## config.mk

```make
export PLATFORM = sky130hd
export DESIGN_NAME = irqc_top
export DESIGN_NICKNAME = d
export VERILOG_FILES = /design/src/rtl/irqc_pkg.sv /design/src/rtl/irqc_ctrl.sv /design/src/rtl/irqc_datapath.sv /design/src/rtl/irqc_top.sv
export SDC_FILE = /design/constraint.sdc
export NUM_CORES = 1
export LEC_CHECK = 0
export ABC_AREA = 0
export CORE_MARGIN = 1.5
export CORE_UTILIZATION = 60
export CTS_CLUSTER_SIZE = 20
export DETAILED_ROUTE_END_ITERATION = 10
export GPL_TIMING_DRIVEN = 0
export PLACE_DENSITY = 0.81
export REMOVE_ABC_BUFFERS = 1
export SYNTH_ARGS = -nofsm -noshare
export SYNTH_HDL_FRONTEND = slang
export SYNTH_SLANG_ARGS = --single-unit
```

## constraint.sdc

```tcl
create_clock -name clk -period 4.7 [get_ports clk]
set_input_delay 0.47 -clock clk [delete_from_list [all_inputs] [get_ports clk]]
set_output_delay 0.47 -clock clk [all_outputs]
set_load 0.05 [all_outputs]
```

## src/rtl/irqc_pkg.sv

```systemverilog
package irqc_pkg;
  // Control-to-datapath strobes for one bus access
  typedef struct packed {
    logic cfgWr;   // write into the addressed configuration word
    logic cfgRd;   // read the addressed configuration word
    logic selRd;   // read the select register (either alias)
    logic anyRd;   // any read, mapped or not
  } irqcStrobe_t;

  localparam logic [1:0] FIELD_ENABLE = 2'b01;
endpackage

```

## src/rtl/irqc_ctrl.sv

```systemverilog
module irqc_ctrl #(
  parameter int NUM_SRC   = 64,
  parameter int ADDR_W    = 12,
  parameter int SEL_OFS_A = 'h10C,
  parameter int SEL_OFS_B = 'h104,
  localparam int IDX_W    = $clog2(NUM_SRC)
) (
  input  logic                 busWe,
  input  logic                 busRe,
  input  logic [ADDR_W-1:0]    busAddr,
  output irqc_pkg::irqcStrobe_t strobe,
  output logic [IDX_W-1:0]     cfgIdx
);
  localparam int CFG_SPAN = NUM_SRC * 4;

  logic inCfg;
  logic isSel;

  always_comb begin
    inCfg  = (int'(busAddr) < CFG_SPAN);
    isSel  = (int'(busAddr) == SEL_OFS_A) || (int'(busAddr) == SEL_OFS_B);
    cfgIdx = busAddr[IDX_W+1:2];
    strobe.cfgWr = busWe && inCfg;
    strobe.cfgRd = busRe && inCfg;
    strobe.selRd = busRe && isSel;
    strobe.anyRd = busRe;
  end
endmodule

```

## src/rtl/irqc_datapath.sv

```systemverilog
module irqc_datapath #(
  parameter int NUM_SRC  = 64,
  parameter int DATA_W   = 32,
  parameter int CFG_W    = 6,
  localparam int IDX_W   = $clog2(NUM_SRC)
) (
  input  logic                  clk,
  input  logic                  rstN,
  input  irqc_pkg::irqcStrobe_t strobe,
  input  logic [IDX_W-1:0]      cfgIdx,
  input  logic [DATA_W-1:0]     busWdata,
  input  logic [NUM_SRC-1:0]    srcLevel,
  output logic [DATA_W-1:0]     busRdata,
  output logic [NUM_SRC-1:0]    enVec,
  output logic                  cpuIrq
);
  logic [CFG_W-1:0]   cfgWord [NUM_SRC];
  logic [NUM_SRC-1:0] pendVec;
  logic               pendFlag;
  logic [IDX_W-1:0]   pendNum;
  logic [DATA_W-1:0]  selWord;

  // One configuration word per source; the enable field is decoded locally
  for (genvar n = 0; n < NUM_SRC; n++) begin : g_src
    always_ff @(posedge clk or negedge rstN) begin
      if (!rstN)
        cfgWord[n] <= '0;
      else if (strobe.cfgWr && (int'(cfgIdx) == n))
        cfgWord[n] <= busWdata[CFG_W-1:0];
    end
    assign enVec[n] = (cfgWord[n][5:4] == irqc_pkg::FIELD_ENABLE);
  end

  assign pendVec = srcLevel & enVec;

  // Lowest-numbered pending source wins: scan downward so the last hit is lowest
  always_comb begin
    pendFlag = |pendVec;
    pendNum  = '0;
    for (int i = NUM_SRC - 1; i >= 0; i--)
      if (pendVec[i]) pendNum = IDX_W'(i);
    selWord = '0;
    if (pendFlag) begin
      selWord[IDX_W-1:0] = pendNum;
      selWord[IDX_W]     = 1'b1;
    end
  end

  always_ff @(posedge clk or negedge rstN) begin
    if (!rstN) begin
      busRdata <= '0;
      cpuIrq   <= 1'b0;
    end else begin
      cpuIrq <= pendFlag;
      if (strobe.anyRd) begin
        if (strobe.cfgRd)
          busRdata <= DATA_W'(cfgWord[cfgIdx]);
        else if (strobe.selRd)
          busRdata <= selWord;
        else
          busRdata <= '0;
      end
    end
  end
endmodule

```

## src/rtl/irqc_top.sv

```systemverilog
module irqc_top #(
  parameter int NUM_SRC   = 64,
  parameter int ADDR_W    = 12,
  parameter int DATA_W    = 32,
  parameter int SEL_OFS_A = 'h10C,
  parameter int SEL_OFS_B = 'h104
) (
  input  logic               clk,
  input  logic               rstN,
  input  logic [ADDR_W-1:0]  busAddr,
  input  logic [DATA_W-1:0]  busWdata,
  input  logic               busWe,
  input  logic               busRe,
  output logic [DATA_W-1:0]  busRdata,
  input  logic [NUM_SRC-1:0] srcLevel,
  output logic               cpuIrq
);
  localparam int IDX_W = $clog2(NUM_SRC);

  irqc_pkg::irqcStrobe_t strobe;
  logic [IDX_W-1:0]      cfgIdx;
  logic [NUM_SRC-1:0]    enVec;

  irqc_ctrl #(
    .NUM_SRC(NUM_SRC), .ADDR_W(ADDR_W),
    .SEL_OFS_A(SEL_OFS_A), .SEL_OFS_B(SEL_OFS_B)
  ) u_ctrl (
    .busWe(busWe), .busRe(busRe), .busAddr(busAddr),
    .strobe(strobe), .cfgIdx(cfgIdx)
  );

  irqc_datapath #(
    .NUM_SRC(NUM_SRC), .DATA_W(DATA_W)
  ) u_dp (
    .clk(clk), .rstN(rstN), .strobe(strobe), .cfgIdx(cfgIdx),
    .busWdata(busWdata), .srcLevel(srcLevel), .busRdata(busRdata),
    .enVec(enVec), .cpuIrq(cpuIrq)
  );
endmodule

```

==> flow_summary.yaml, run 1 <==
synthesis:
  ys.flop_type: "dfrtp_1"
  synthMuxAreaShare_pct: 34.28
  synth-warning-count: 0
  yosysSeqAreaShare_pct: 49.93
  adder_and_majority_gate_portion_of_the_synthesized_area_pct: 0
  post_synth.cell_area_avg_um2: 13.96
  synth_top_family_by_area: "multiplexers"
  post_synth_simple_gate_area_pct: 8.540
  synth_xor_xnor_area_share_pct: 0
  synth_compound_area_share_pct: 4.158
  count_of_unique_library_cells_instantiated_by_yosys: 67
  post_synth_instance_area_um2: 19650
  postSynthCellCount: 1407
  post_synth_edffs: 0
  flip_flop_and_latch_count_after_synthesis: 392
  ys_async_sr_fraction_pct: 100.0
routing:
  vias: 12931
  residual_antenna_violating_net_count_after_detailed_routing: 0
  detailedRoute.firstIterationViolations: 1216
  drt_drc_violations_left: 0
  avgRoutedWirePerCell_um: 25.82
  detailedRoute.firstPassIterationCount: 7
  totalWireLength_um: 50280
  vias_per_cell: 6.641
sta:
  final_max_slew_viol_count: 0
  period_share_pct: 85.77
  slew_limit_headroom_pct: 2.879
  peak_clock_frequency_supported_by_timing_mhz: 248.1
  fin_skew_ps: 11.81
  setup_viol_count_final: 0
  worst_slew_pin_tran_ps: 1451
  grt_setup_unrepaired: "no"
  min_period_ps: 4031
  hold_viol_final: 0
die:
  start_util_pct: 60.69
  floorplan.die_area_um2: 33840
  placement_row_count: 66
  floorplan.io_pins: 145
  die_height_um: 184.0
  design.core.area_um2: 32370
  die_width_um: 184.0
cts:
  number_of_h_tree_branching_levels: 2
  cts.path.max_buffers: 3
  cts_buffers: 42
  clock_sinks: 392
  tritoncts: "yes"
  post_cts_resize_count: 0
  clk-insertion-delay-late_ps: 530
  cts.root.buffer_cell: "clkbuf_16"
  clk_pin_slew_ps: 60
  post_cts_setup_buffer_count: 0
  postCtsHoldBufs: 1
run:
  maxCapViolCount: 0
finish:
  final_common_cell: "dfrtp_1"
  most_used_cells_in_the_layout_excluding_fill_and_tap_cells: "dfrtp_1 (392), mux2_2 (368), mux4_2 (88), clkdlybuf4s50_1 (83), nand2_1 (78)"
  drive_gt1_share_pct: 37.14
  final_stage_net_count: 1585
  final-instance-count-excl-fill: 1947
  antenna_cells: 0
  area.growth.synth_to_final_pct: 13.44
setup_path:
  critPathKind: "in -> reg"
  nature_of_the_critical_path_startpoint: "input pin"
  cp_max_fo: 20
  worstSetupEndpointType: "flop"
  critPathRequiredTime_ps: 5110
  arrival_ps: 4440
grt:
  global_route_usage_sum_pct: 30.60
  first_global_vias: 13237
  first_pass_grt_wire_length_um: 77770
  grt_max_degree: 129
  globalRoute.totalOverflow: 0
  antenna_found_initial: 1
power:
  report.power.total_uw: 7393
  p_leak_uw: 0.01068
  pwr_density_cell_nw_per_um2: 331.7
  peakVddDrop_v: 0.0002977
placed_design:
  dp_cells: 1870
  dp_hpwl_um: 34560
  port_buffers: 93
  finalWeightedCongestion: 1.052
run_status:
  result_of_the_run: "complete, no violations"
worst_hold_path:
  min-delay-path-class: "in -> async"
-- where the power goes --
group,switching (µW),internal (µW),total [µW]
combinational,373,222,595
clock,1330,2010,3340
sequential,33.2,3430,3460
total,1730,5660,7390
-- final timing paths --
kind,start,to,slack (ps),depth (start not counted)
setup / recovery,busAddr[5],u_dp.cfgWord[129],670,6
hold / removal,rstN,u_dp.cfgWord[54],460,2
setup reg to reg,u_dp.cfgWord[65],u_dp.busRdata[5],2020,7
hold reg to reg,u_dp.cfgWord[277],u_dp.cfgWord[277],490,1
max in group asynchronous,rstN,u_dp.cfgWord[207],2830,4
min in group clk,u_dp.cfgWord[277],u_dp.cfgWord[277],490,1
-- cells in the mapped netlist (7+ instances only) --
cell type,number,area [µm²]
dfrtp_1,392,9809
mux2_2,368,4144
mux4_2,88,1982
nand2_1,78,292.8
nor2_1,55,206.5
clkbuf_1,51,191.4
nand3b_1,47,352.8
buf_4,29,217.7
and3b_1,19,166.4
mux2_1,16,180.2
nand3_1,15,75.07
nor2b_1,15,93.84
mux2i_1,14,140.1
a21oi_1,13,65.06
buf_2,12,60.06
o21ai_0,12,60.06
mux4_1,11,289.0
a22o_1,10,87.58
buf_1,9,33.78
nor2_2,9,56.30
a221oi_1,8,70.07
a22oi_1,8,60.06
and2_1,8,50.05
nand2b_1,8,50.05
a31oi_1,7,43.79
nand4_1,7,43.79
nor3_1,7,35.03
nor4_1,7,43.79
o211ai_1,7,52.55
-- per-stage QoR --
step | TNS, ps | instance area [µm²] | setup slack (ps) | utilization (%) | hold WS (ps)
2_1_floorplan | 0 | 19140 | 2235 | - | 174.4
4_1_cts | 0 | 22290 | 814.7 | 68.85 | 479.3
6_report | 0 | 22290 | 669.0 | 68.85 | 460.4
3_3_place_gp | -6586330 | 20620 | -13300 | 63.71 | 470.3
5_1_grt | 0 | 22290 | 581.3 | 68.85 | 500.2
3_5_place_dp | 0 | 20860 | 239.2 | 64.44 | 454.9
-- state kept, by name, indices dropped and copies added (netlist names) --
register / flops
u_dp.cfgWord: 384
u_dp.busRdata: 7
u_dp.cpuIrq: 1
-- cell families after synthesis --
family / after synthesis
other: 1
multiplexers: 497
flip-flops: 392
buffers and inverters: 109
AO/OA/AOI/OAI: 110
AND/OR/NAND/NOR: 298
-- worst max-delay path, stage by stage --
cell and delay [ps]:
clkdlybuf4s50_1 1270, nor2b_1 1140, and3_1 360, nand2_1 190
nor2_1 580, mux2_2 410
-- metal layers --
metal  up-vias  part of all wire, %  GRT usage, %
met4         0                  3.7         11.51
met2       601                   48         48.55
li1       5433                    -             -
met3       122                  7.3         5.131
met5         -                    0             0
met1      6775                   41         42.78
-- final cells by class --
type | instances | area, µm²
flip-flops and latches | 392 | 9809
fillers | 2249 | 10080
clock inverters | 8 | 76.32
clock buffers | 68 | 1343
repair buffers | 105 | 1175
inverters | 2 | 7.507
multi-input cells | 930 | 9324
well taps | 442 | 553.0
(Power assumes the default switching activity.)
==> run 2, diff against run 1 <==
- CTS_CLUSTER_SIZE: 20 -> default
- DONT_BUFFER_PORTS: default -> 1
- PLACE_DENSITY: 0.81 -> 0.76
==> run 2 against run 1 <==
  * The flow now finishes with violations (hold timing)
  * Die area is the same
  * Sequential power is essentially flat
  * Worst hold slack lost 820 ps
  * Total power shrank 2.3%
  * Clock-buffer cell count shrank 10
==> flow_summary.yaml, run 2 (synthesis results as in run 1) <==
run_status:
  result_of_the_run: "finished with violations"
  violations: "hold timing"
routing:
  detailedRoute.firstIterationViolations: 1167
  detailedRoute.firstPassIterationCount: 5
  avgRoutedWirePerCell_um: 26.81
  totalWireLength_um: 49540
  vias: 12304
  drt_drc_violations_left: 0
  vias_per_cell: 6.658
  residual_antenna_violating_net_count_after_detailed_routing: 0
sta:
  setup_viol_count_final: 0
  hold_ws_ps: -360.7
  fin_skew_ps: 14.09
  peak_clock_frequency_supported_by_timing_mhz: 382.9
  min_period_ps: 2611
  setup_tns_ps: 0
  final_max_slew_viol_count: 0
  slew_limit_headroom_pct: 16.59
  setup_slack_ps: 2089
  worst_slew_pin_tran_ps: 1249
  period_share_pct: 55.56
  grt_setup_unrepaired: "no"
  hold_viol_final: 392
cts:
  cts.path.max_buffers: 3
  cts_buffers: 42
  post_cts_resize_count: 0
  clock_sinks: 392
  tritoncts: "yes"
  clk-insertion-delay-late_ps: 540
  post_cts_setup_buffer_count: 0
  cts.root.buffer_cell: "clkbuf_16"
  clk_pin_slew_ps: 60
  number_of_h_tree_branching_levels: 2
power:
  pwr_density_cell_nw_per_um2: 340.9
  peakVddDrop_v: 0.0002582
  p_leak_uw: 0.01022
setup_path:
  crit_buf_inv: 0
  cpLargestDelayFamily: "simple AND/OR/NAND/NOR gates"
  worstSetupEndpointType: "flop"
  critical_path.max_stage_delay_ps: 600
  critical_path.slowest_cell: "or4b_1"
  timing.critical_path.cells: "nand3b_1 > nand4_1 > or4b_1 > nor4_1 > a311o_1 > nor4_1 > a221o_1"
  nature_of_the_critical_path_startpoint: "flop"
  critPathRequiredTime_ps: 5120
  cp_max_fo: 5
  arrival_ps: 3030
  critPathKind: "reg -> reg"
  crit_path_frequent_cell: "nor4_1"
finish:
  post-route-cell-area_um2: 21180
  most_used_cells_in_the_layout_excluding_fill_and_tap_cells: "dfrtp_1 (392), mux2_2 (368), mux4_2 (88), nand2_1 (78), nor2_1 (55)"
  area.growth.synth_to_final_pct: 7.782
  post-route-util_pct: 65.42
  final_common_cell: "dfrtp_1"
  final_stage_net_count: 1481
  registers.top_by_ff_count: "u_dp.cfgWord"
  largest_reg_flops: 384
  reg.largest.list: "u_dp.cfgWord x384, u_dp.busRdata x7, u_dp.cpuIrq x1"
  drive_gt1_share_pct: 38.71
placed_design:
  place_worst_setup_slack_ps: 1643
  port_buffers: 0
  finalWeightedCongestion: 0.9946
  placed_area_um2: 19700
  dp_hpwl_um: 32400
grt:
  first_pass_grt_wire_length_um: 76670
  globalRoute.totalOverflow: 0
  global_route_usage_sum_pct: 30.36
  antenna_found_initial: 9
  first_global_vias: 12577
  grt_max_degree: 393
die:
  start_util_pct: 60.69
  floorplan.io_pins: 145
  die_height_um: 184.0
  die_width_um: 184.0
  design.core.area_um2: 32370
  placement_row_count: 66
  floorplan.die_area_um2: 33840
run:
  maxCapViolCount: 0
worst_hold_path:
  min-delay-path-class: "in -> async"
==> run 2: per-layer routing <==
| metal | wire [µm] | vias up | GRT usage [%] |
|---|---|---|---|
| li1 | - | 5197 | - |
| met1 | 21220 | 6548 | 42.46 |
| met4 | 1898 | 6 | 11.08 |
| met2 | 23160 | 426 | 47.55 |
| met5 | 46 | - | 0 |
| met3 | 3208 | 127 | 6.022 |
==> run 2: final timing paths <==
check,start,to,slack [ps],depth (start not counted)
hold / removal,rstN,u_dp.cfgWord[50],-360,0
hold reg to reg,u_dp.cfgWord[81],u_dp.cfgWord[81],490,1
setup / recovery,u_dp.cfgWord[64],u_dp.busRdata[4],2090,7
setup reg to reg,u_dp.cfgWord[64],u_dp.busRdata[4],2090,7
max in group asynchronous,rstN,u_dp.cfgWord[290],4230,0
min in group clk,busRe,u_dp.busRdata[2],40,1
==> run 2: cell type report <==
class | instances | area (µm²)
fill | 2318 | 11190
antenna | 6 | 15.01
sequential | 392 | 9809
clock inverter | 17 | 215.2
tap | 442 | 553.0
clock buffer | 58 | 1245
timing repair buffer | 1 | 7.507
multi-input combinational | 930 | 9324
inverter | 2 | 7.507
==> run 2: power breakdown <==
part	switching, µW	total, µW	internal (µW)
sequential	51.9	3480	3430
combinational	145	277	131
clock	1340	3460	2120
==> run 2: through the flow <==
| stage | total power, µW | std cells |
|---|---|---|
| after detailed placement | 3813 | 1767 |
| after CTS | 7250 | 1842 |
| after floorplan | 3754 | 1324 |
| after global routing | 7410 | 1843 |
| final | 7220 | 1848 |
| after global placement | 3804 | 1766 |
